**src/rtl/fc_pause_pkg.sv**
```systemverilog
package fc_pause_pkg;
   typedef enum logic [2:0] {
      ST_IDLE  = 3'd0,
      ST_PEND  = 3'd1,
      ST_REQ   = 3'd2,
      ST_SEND  = 3'd3,
      ST_COUNT = 3'd4,
      ST_ZPEND = 3'd5
   } fc_state_e;
endpackage

```
**src/rtl/fc_mirror_cnt.sv**
```systemverilog
module fc_mirror_cnt #(
   parameter int RC_W     = 16,
   parameter bit SATURATE = 1'b1
) (
   input  logic            clk,
   input  logic            rst,
   input  logic            clr,
   input  logic            run,
   input  logic            tick,
   input  logic [RC_W-1:0] limit,
   output logic            reached
);
   localparam logic [RC_W-1:0] CNT_MAX = {RC_W{1'b1}};

   logic [RC_W-1:0] cnt_q;
   logic [RC_W-1:0] cnt_inc;

   generate
      if (SATURATE) begin : g_sat
         assign cnt_inc = (cnt_q == CNT_MAX) ? cnt_q : cnt_q + 1'b1;
      end else begin : g_wrap
         assign cnt_inc = cnt_q + 1'b1;
      end
   endgenerate

   always_ff @(posedge clk) begin
      if (rst || clr) cnt_q <= '0;
      else if (run && tick) cnt_q <= cnt_inc;
   end

   assign reached = run && (cnt_q >= limit);


   cnt_hold_chk: assert property (@(posedge clk) disable iff (rst)
      (!clr && !tick) |=> $stable(cnt_q));


   cnt_clear_chk: assert property (@(posedge clk) disable iff (rst)
      clr |=> (cnt_q == '0));
endmodule

```
**src/rtl/fc_pause_fsm.sv**
```systemverilog
module fc_pause_fsm
   import fc_pause_pkg::*;
#(
   parameter int PT_W = 16
) (
   input  logic            clk,
   input  logic            rst,
   input  logic            fc_enable,
   input  logic            fc_request,
   input  logic            half_duplex,
   input  logic [PT_W-1:0] pause_time,
   input  logic            tx_busy,
   input  logic            pause_ack,
   input  logic            pause_done,
   input  logic            refresh_hit,
   output logic            pause_req,
   output logic [PT_W-1:0] pause_time_o,
   output logic            cnt_clr,
   output logic            cnt_run
);
   fc_state_e       st_q, st_d;
   logic            sent_q;
   logic            zero_q;
   logic [PT_W-1:0] time_q;
   logic            active;
   logic            zero_ok;

   assign active  = fc_enable && fc_request && !half_duplex;
   assign zero_ok = fc_enable && !half_duplex;

   always_comb begin
      st_d = st_q;
      case (st_q)
         ST_IDLE:  if (active) st_d = ST_PEND;
         ST_PEND: begin
            if (!active) st_d = (zero_ok && sent_q) ? ST_ZPEND : ST_IDLE;
            else if (!tx_busy) st_d = ST_REQ;
         end
         ST_REQ:   if (pause_ack) st_d = ST_SEND;
         ST_SEND:  if (pause_done) st_d = zero_q ? ST_IDLE : ST_COUNT;
         ST_COUNT: begin
            if (!active) st_d = zero_ok ? ST_ZPEND : ST_IDLE;
            else if (refresh_hit) st_d = ST_PEND;
         end
         ST_ZPEND: begin
            if (!zero_ok) st_d = ST_IDLE;
            else if (!tx_busy) st_d = ST_REQ;
         end
         default:  st_d = ST_IDLE;
      endcase
   end

   always_ff @(posedge clk) begin
      if (rst) begin
         st_q   <= ST_IDLE;
         sent_q <= 1'b0;
         zero_q <= 1'b0;
         time_q <= '0;
      end else begin
         st_q <= st_d;
         if (st_d == ST_IDLE) sent_q <= 1'b0;
         else if (st_q == ST_SEND && pause_done && !zero_q) sent_q <= 1'b1;
         if (st_d == ST_REQ && st_q != ST_REQ) begin
            zero_q <= (st_q == ST_ZPEND);
            time_q <= (st_q == ST_ZPEND) ? '0 : pause_time;
         end
      end
   end

   assign pause_req    = (st_q == ST_REQ);
   assign pause_time_o = time_q;
   assign cnt_run      = (st_q == ST_COUNT);
   assign cnt_clr      = (st_q != ST_COUNT);


   req_enable_chk: assert property (@(posedge clk) disable iff (rst)
      $rose(pause_req) |-> $past(fc_enable));


   req_boundary_chk: assert property (@(posedge clk) disable iff (rst)
      $rose(pause_req) |-> !$past(tx_busy));


   req_hold_chk: assert property (@(posedge clk) disable iff (rst)
      (pause_req && !pause_ack) |=> (pause_req && $stable(pause_time_o)));


   req_drop_chk: assert property (@(posedge clk) disable iff (rst)
      (pause_req && pause_ack) |=> !pause_req);
endmodule

```
**src/rtl/fc_jam_ctrl.sv**
```systemverilog
module fc_jam_ctrl (
   input  logic clk,
   input  logic rst,
   input  logic fc_enable,
   input  logic fc_request,
   input  logic half_duplex,
   input  logic tx_busy,
   output logic jam_req
);
   logic want;
   logic jam_q;

   assign want = fc_enable && fc_request && half_duplex;

   always_ff @(posedge clk) begin
      if (rst) jam_q <= 1'b0;
      else if (!tx_busy) jam_q <= want;
   end

   assign jam_req = jam_q;


   jam_boundary_chk: assert property (@(posedge clk) disable iff (rst)
      !$stable(jam_req) |-> !$past(tx_busy));
endmodule

```
**src/rtl/fc_pause_sched.sv**
```systemverilog
module fc_pause_sched #(
   parameter int PT_W         = 16,
   parameter int RC_W         = 16,
   parameter bit CNT_SATURATE = 1'b1
) (
   input  logic            clk,
   input  logic            rst,
   input  logic            fc_enable,
   input  logic            fc_request,
   input  logic            half_duplex,
   input  logic [PT_W-1:0] pause_time,
   input  logic [RC_W-1:0] refresh_count,
   input  logic            tx_busy,
   input  logic            slot_tick,
   input  logic            pause_ack,
   input  logic            pause_done,
   output logic            pause_req,
   output logic [PT_W-1:0] pause_time_o,
   output logic            jam_req
);
   generate
      if (PT_W < 1 || PT_W > 32) begin : g_bad_pt
         $error("PT_W out of range");
      end
      if (RC_W < 1 || RC_W > 32) begin : g_bad_rc
         $error("RC_W out of range");
      end
   endgenerate

   logic cnt_clr;
   logic cnt_run;
   logic refresh_hit;

   fc_pause_fsm #(.PT_W(PT_W)) u_fsm (
      .clk          (clk),
      .rst          (rst),
      .fc_enable    (fc_enable),
      .fc_request   (fc_request),
      .half_duplex  (half_duplex),
      .pause_time   (pause_time),
      .tx_busy      (tx_busy),
      .pause_ack    (pause_ack),
      .pause_done   (pause_done),
      .refresh_hit  (refresh_hit),
      .pause_req    (pause_req),
      .pause_time_o (pause_time_o),
      .cnt_clr      (cnt_clr),
      .cnt_run      (cnt_run)
   );

   fc_mirror_cnt #(.RC_W(RC_W), .SATURATE(CNT_SATURATE)) u_cnt (
      .clk     (clk),
      .rst     (rst),
      .clr     (cnt_clr),
      .run     (cnt_run),
      .tick    (slot_tick),
      .limit   (refresh_count),
      .reached (refresh_hit)
   );

   fc_jam_ctrl u_jam (
      .clk         (clk),
      .rst         (rst),
      .fc_enable   (fc_enable),
      .fc_request  (fc_request),
      .half_duplex (half_duplex),
      .tx_busy     (tx_busy),
      .jam_req     (jam_req)
   );


   no_pause_half_chk: assert property (@(posedge clk) disable iff (rst)
      $rose(pause_req) |-> !$past(half_duplex));


   reset_clear_chk: assert property (@(posedge clk)
      rst |=> (!pause_req && !jam_req));
endmodule

```
**config.mk**
```make
export PLATFORM = sky130hd
export DESIGN_NAME = fc_pause_sched
export DESIGN_NICKNAME = d
export VERILOG_FILES = /design/src/rtl/fc_pause_pkg.sv /design/src/rtl/fc_mirror_cnt.sv /design/src/rtl/fc_pause_fsm.sv /design/src/rtl/fc_jam_ctrl.sv /design/src/rtl/fc_pause_sched.sv
export SDC_FILE = /design/constraint.sdc
export NUM_CORES = 1
export LEC_CHECK = 0
export ABC_AREA = 1
export BUFFER_PORTS_ARGS = -buffer_cell sky130_fd_sc_hd__clkbuf_2
export CAP_MARGIN = 10
export CORE_MARGIN = 3
export CORE_UTILIZATION = 39
export CTS_BUF_LIST = sky130_fd_sc_hd__clkbuf_8
export DETAILED_ROUTE_END_ITERATION = 10
export GPL_ROUTABILITY_DRIVEN = 0
export PLACE_DENSITY_LB_ADDON = 0.1
export SYNTH_ARGS = -nofsm -noshare
export SYNTH_HDL_FRONTEND = slang
export SYNTH_SLANG_ARGS = --single-unit
```
**constraint.sdc**
```tcl
create_clock -name clk -period 1.9 [get_ports clk]
set_input_delay 0.19 -clock clk [delete_from_list [all_inputs] [get_ports clk]]
set_output_delay 0.19 -clock clk [all_outputs]
set_load 0.01 [all_outputs]
```
## Word level (Yosys, flattened, before mapping)

Index checks and enable logic that the tools add are counted.

| word-level totals | value |
|---|---|
| register bits | 38 |
| input port bits | 41 |
| output and inout bits | 18 |
| word-level logic and storage cells | 48 |

| operators by class | value |
|---|---|
| add/subtract/negate cells | 1 |
| order comparisons | 1 |
| equality and inequality tests | 9 |
| mux-type cells | 13 |
| bitwise operators | 1 |
| reductions and logical operators | 17 |

Operator list:

| operator | number |
|---|---|
| two-way mux 3 bit | 11 |
| case mux 3 bit (6 select lines) | 1 |
| adder 16 x 1 -> 16 bit, second input constant | 1 |
| == test 16 bit, second input constant | 1 |
| greater-or-equal comparator 16 bit | 1 |
| two-way mux 16 bit | 1 |
| logical AND 1 bit | 10 |
| == test 3 x 2 -> 1 bit, second input constant | 3 |
| == test 3 bit, second input constant | 2 |
| logical NOT 3 bit | 2 |
| == test 3 x 1 -> 1 bit, second input constant | 1 |
| != test 3 x 2 -> 1 bit, second input constant | 1 |
| != test 3 bit, second input constant | 1 |
| logical NOT 1 bit | 2 |
| AND reduction 2 bit | 1 |
| OR reduction 2 bit | 1 |
| logical OR 1 bit | 1 |
| inverter 1 bit | 1 |

## Logic depth before layout (Yosys ltp)

| depth | value |
|---|---|
| depth in word-level cells | 8 |
| mapped depth | 18 |
| gate-level depth less buffers | 18 |

## By module

Synthesis repeated with hierarchy kept, for this count alone.

| second synthesis, totals | value |
|---|---|
| cell total of the unflattened synthesis | 392 |
| area, all modules | 2476.1 um^2 |

Modules (own cells, without submodules):

| module | instances | cells an instance | area each (um^2) | seq. area each (um^2) |
|---|---|---|---|---|
| fc_mirror_cnt | 1 | 210 | 1321.3 | 320.3 |
| fc_pause_fsm | 1 | 174 | 1102.3 | 420.4 |
| fc_jam_ctrl | 1 | 8 | 52.6 | 20.0 |

## Worst setup path before layout

OpenSTA, ideal clock, no wires.

| path | value |
|---|---|
| path type | flip-flop to flip-flop |
| start | reg u_cnt.cnt_q[0] |
| end | reg u_cnt.cnt_q[5] |
| library setup time | 128 ps |
| data arrival time | 1412 ps |
| required time | 1772 ps |
| setup slack | 360 ps |
| cell stages (with the launch flop) | 9 |
| path buffers | 1 |
| clock period less this slack | 1540 ps |
| cells stage by stage | dfxtp_1 -> ha_1 -> nand4_1 -> nor3_2 -> nand3_1 -> nand2_1 -> buf_4 -> o21ai_1 -> nor3b_1 |

| between the ends | value |
|---|---|
| word-level cells in the longest chain between the ends | 3 |
| elaborated cells between the ends (all ways) | 4 |
| those cells by class | add/sub (1); eq/ne (1); bitwise (1); reduce/logical (1) |

Ends and longest elaborated chain:

| element | line | source |
|---|---|---|
| start: declaration | fc_mirror_cnt.sv:15 | `logic [RC_W-1:0] cnt_q;` |
| start signal: assignment | fc_mirror_cnt.sv:28 | `else if (run && tick) cnt_q <= cnt_inc;` |
| branches (longest 3 deep; another with adder 16 x 1 -> 16 bit) | -- |  |

Several ways; the timed one is not identified.
A chain may end at the register's enable or synchronous reset.

## Worst setup path after layout

| path | value |
|---|---|
| start | reg u_cnt.cnt_q[10] |
| end | reg u_fsm.sent_q |

| between the ends | value |
|---|---|
| word-level cells in the longest chain between the ends | 7 |

Ends and longest elaborated chain:

| element | line | source |
|---|---|---|
| greater-or-equal comparator 16 bit | fc_mirror_cnt.sv:31 | `assign reached = run && (cnt_q >= limit);` |
| logical AND 1 bit | fc_mirror_cnt.sv:31 |  |
| two-way mux 3 bit | fc_pause_fsm.sv:43 | `else if (refresh_hit) st_d = ST_PEND;` |
| two-way mux 3 bit | fc_pause_fsm.sv:42 | `if (!active) st_d = zero_ok ? ST_ZPEND : ST_IDLE;` |
| case mux 3 bit (6 select lines) | fc_pause_fsm.sv:33 | `case (st_q)` |
| logical NOT 3 bit | fc_pause_fsm.sv:61 | `if (st_d == ST_IDLE) sent_q <= 1'b0;` |
| OR reduction 2 bit (no source line) | -- |  |
| end signal: assignment | fc_pause_fsm.sv:56 | `sent_q <= 1'b0;` |
| end signal: assignment | fc_pause_fsm.sv:61 |  |
| end signal: assignment | fc_pause_fsm.sv:62 | `else if (st_q == ST_SEND && pause_done && !zero_q) sent_q <= 1'b1;` |
| end: declaration | fc_pause_fsm.sv:22 | `logic sent_q;` |

No other way between the ends.

==> out/metrics.yaml <==
outcome:
  status: "finished clean"
synth:
  netlist_area_um2: 2330
  synth_top_family_by_area: "simple AND/OR/NAND/NOR gates"
  yosys_warnings: 0
  synthAdderAreaFrac_pct: 9.13
  synth.distinct_cells: 32
  synth_largest_area_cell: "dfxtp_1"
  synthXorXnorAreaFrac_pct: 1.50
  synth_most_common_cell: "nand2_1"
  synth_mux_area_share_pct: 0
  synth_commonest_cells: "nand2_1, inv_1, a21oi_1, dfxtp_1, nor2_1"
  synth_edf_count: 0
  yosysSeqAreaShare_pct: 32.7
  synthFlopType: "dfxtp_1"
  syn_area_per_cell_um2: 6.91
  netlist_top_cells_area: "dfxtp_1, nand2_1, ha_1, inv_1, a21oi_1"
  syn_inst: 337
  ys_ff_latch: 38
  syn_nets: 395
  synth_top_area_share_pct: 32.7
  async_flop_share_pct: 0
  synth_compound_area_share_pct: 16.5
  synthSimpleGateAreaFrac_pct: 28.5
power:
  clkPwrFrac_pct: 47.7
  ir_drop_mv: 0.329
  power_switching_mw: 0.364
  sw_frac_of_total_pct: 20.9
  power_frac_comb_pct: 6.2
  p_seq_share_pct: 46.1
  cellPowerDensity_nw_per_um2: 612
  power_leakage_nw: 1.33
  p_int_mw: 1.38
sta:
  setup_violations: 0
  min_period_ns: 1.66
  finalHoldViolCount: 0
  rsz0062_at_grt: "false"
  final.period_utilization_pct: 87.2
  max_freq_mhz: 603
  clock_skew_ns: 0.00442
  finalMaxSlewViolations: 0
  slew_headroom_pct: 61.2
  tightest_slew_ns: 0.580
  fin_setup_tns_ns: 0
setup_path:
  r2r_start: "u_cnt.cnt_q[10]$_SDFFE_PP0P_"
  critical_path.cell_chain: "ha_1 > nand2_1 > inv_1 > nand2_1 > a21oi_1 > nor2_1 > nand3_1 > nand2_1 > nand2_1 > nor2_1 > nand3_1 > nand2_1 > inv_1"
  cp.required_ns: 2.09
  critical_path.max_stage_delay_ns: 0.43
  cpMostUsedCell: "nand2_1"
  reg2reg_to: "u_fsm.sent_q$_SDFFE_PP0P_"
  crit_family: "simple AND/OR/NAND/NOR gates"
  cp-end-kind: "flop"
  slowest_stage: "dfxtp_1"
  cp_max_fo: 5
  path_depth: 13
  arrival_ns: 1.85
  crit_path_end: "u_fsm.sent_q$_SDFFE_PP0P_"
  worstRegToRegCells: 13
  crit_type: "flop to flop"
  startpoint_type: "flop"
  cp_num_buf_inv: 2
  crit_start: "u_cnt.cnt_q[10]$_SDFFE_PP0P_"
  rrSetupSlack_ns: 0.24
route:
  routed_wl_um: 5330
  drt-wirelength-per-cell_um: 11.2
  dr.pass1.iters: 4
  drc: 0
  num_vias: 2257
  postRouteAntennaNets: 0
  drtIter0Drc: 142
  routed_via_density: 4.76
global_route:
  first_global_vias: 2055
  antenna_found_initial: 0
  grt_max_degree: 20
  grt_use_total_pct: 15.9
  grt_overflow: 0
  grt_pass1_wl_um: 9360
clocking:
  post_cts_buffers: 0
  cts_hold_buf: 0
  cts_buffers: 5
  clockBufferDepth: 2
  cts_sinks: 38
  clk_latency_ns: 0.29
  htree_levels: 2
  cts.clk_slew.worst_paths_ns: 0.08
  cts_resized: 0
  cts_tree: "yes"
  cts-root-buf: "clkbuf_8"
die:
  placementRows: 27
  fp.coreArea_um2: 5640
  dieWidth_um: 83.3
  dieArea_um2: 6940
  start_util_pct: 41.3
  pin_count: 59
  die_h_um: 83.3
worst_hold_path:
  hold_class: "primary input to flop"
place:
  io_buffers: 58
  placedCellCount: 466
  place_hpwl_um: 4200
run:
  cap_violations: 0
layout:
  final-seq-area_um2: 766
  nets: 459
  fillers: 591
  num_antenna_cells: 0
  multiInputGateArea_um2: 1300
  syn_to_final_growth_pct: 22.1
  drive_gt1_share_pct: 25.1
  post_layout_nonfiller_instances: 474
-- cells in the final DEF (no fill, tap or decap), types with 2 or more instances in the layout --
master	count
inv_1	52
clkbuf_8	5
a21oi_2	4
bufinv_16	2
clkbuf_2	58
nor3_2	4
nand3_1	13
nand4_1	5
xnor2_1	2
nand2_1	64
o21ai_0	14
buf_4	5
nor2_2	2
dfxtp_2	4
nand2_2	3
xor2_1	2
o21ai_1	10
nand3_2	5
ha_1	16
dfxtp_1	34
nor3_1	10
inv_2	3
a21oi_1	38
nor2_1	35
clkinv_1	2
-- final cells by class --
type | instances | share of cell area [%]
Multi-Input combinational cell | 235 | 45.7
Sequential cell | 38 | 26.9
Timing Repair Buffer | 63 | 11.5
Inverter | 58 | 7.83
Tap cell | 72 | 3.17
Clock buffer | 5 | 2.42
Clock inverter | 3 | 2.42
-- stage by stage --
step	worst slack, ns	utilization (%)	hold WS (ns)	power [mW]	cell area, µm²
after floorplan	0.360	-	0.333	0.875	2330
after global placement	0.172	47.8	0.435	0.930	2700
after detailed placement	0.208	47.8	0.441	0.930	2700
after CTS	0.189	50.3	0.129	1.77	2840
after global routing	0.00484	50.4	0.125	1.82	2840
final	0.242	50.4	0.133	1.74	2840
-- metal layers --
layer	wire, µm	GRT usage [%]	vias up
met2	2230	23.9	55
li1	-	-	1220
met5	0	0	-
met3	285	3.97	6
met1	2770	22.9	976
met4	44	3.57	0
-- how the worst min path moves through the flow --
stage	start	end	slack [ns]	cells past startpoint
CTS	pause_time[6]	u_fsm.pause_time_o[6]$_SDFFE_PP0P_	0.13	3
finish	pause_time[14]	u_fsm.pause_time_o[14]$_SDFFE_PP0P_	0.13	3
global route	pause_time[8]	u_fsm.pause_time_o[8]$_SDFFE_PP0P_	0.13	3
detailed placement	pause_time[14]	u_fsm.pause_time_o[14]$_SDFFE_PP0P_	0.44	3
floorplan	pause_time[11]	u_fsm.pause_time_o[11]$_SDFFE_PP0P_	0.33	2
global placement	pause_time[15]	u_fsm.pause_time_o[15]$_SDFFE_PP0P_	0.43	3
-- power groups by stage --
stage	combinational (mW)	clock, mW	sequential (mW)
after floorplan	0.0530	0	0.822
final	0.108	0.831	0.802
after detailed placement	0.109	0	0.821
after CTS	0.110	0.856	0.802
after global routing	0.126	0.895	0.803
after global placement	0.109	0	0.821
-- state kept, by name, summed over array words and instances (netlist names) --
| signal | flops |
|---|---|
| u_cnt.cnt_q | 16 |
| u_fsm.pause_time_o | 16 |
| u_fsm.st_q | 3 |
| u_fsm.sent_q | 1 |
| u_fsm.zero_q | 1 |
| u_jam.jam_req | 1 |
-- worst register-to-register path, cell delays in order (launching register included) --
cell,delay (ns)
dfxtp_1,0.43
ha_1,0.26
nand2_1,0.06
inv_1,0.04
nand2_1,0.06
a21oi_1,0.06
nor2_1,0.16
nand3_1,0.10
nand2_1,0.08
nand2_1,0.05
nor2_1,0.08
nand3_1,0.08
nand2_1,0.06
inv_1,0.03
-- cells by family after synthesis --
kind of cell	count (synthesis)
xor gates and xnor gates	4
buffers and inverters	64
and+or+nand+nor	144
AOI/OAI and AO/OA	70
DFF	38
adders and majority gates	17
No activity file was read; power rests on OpenSTA's default activity.
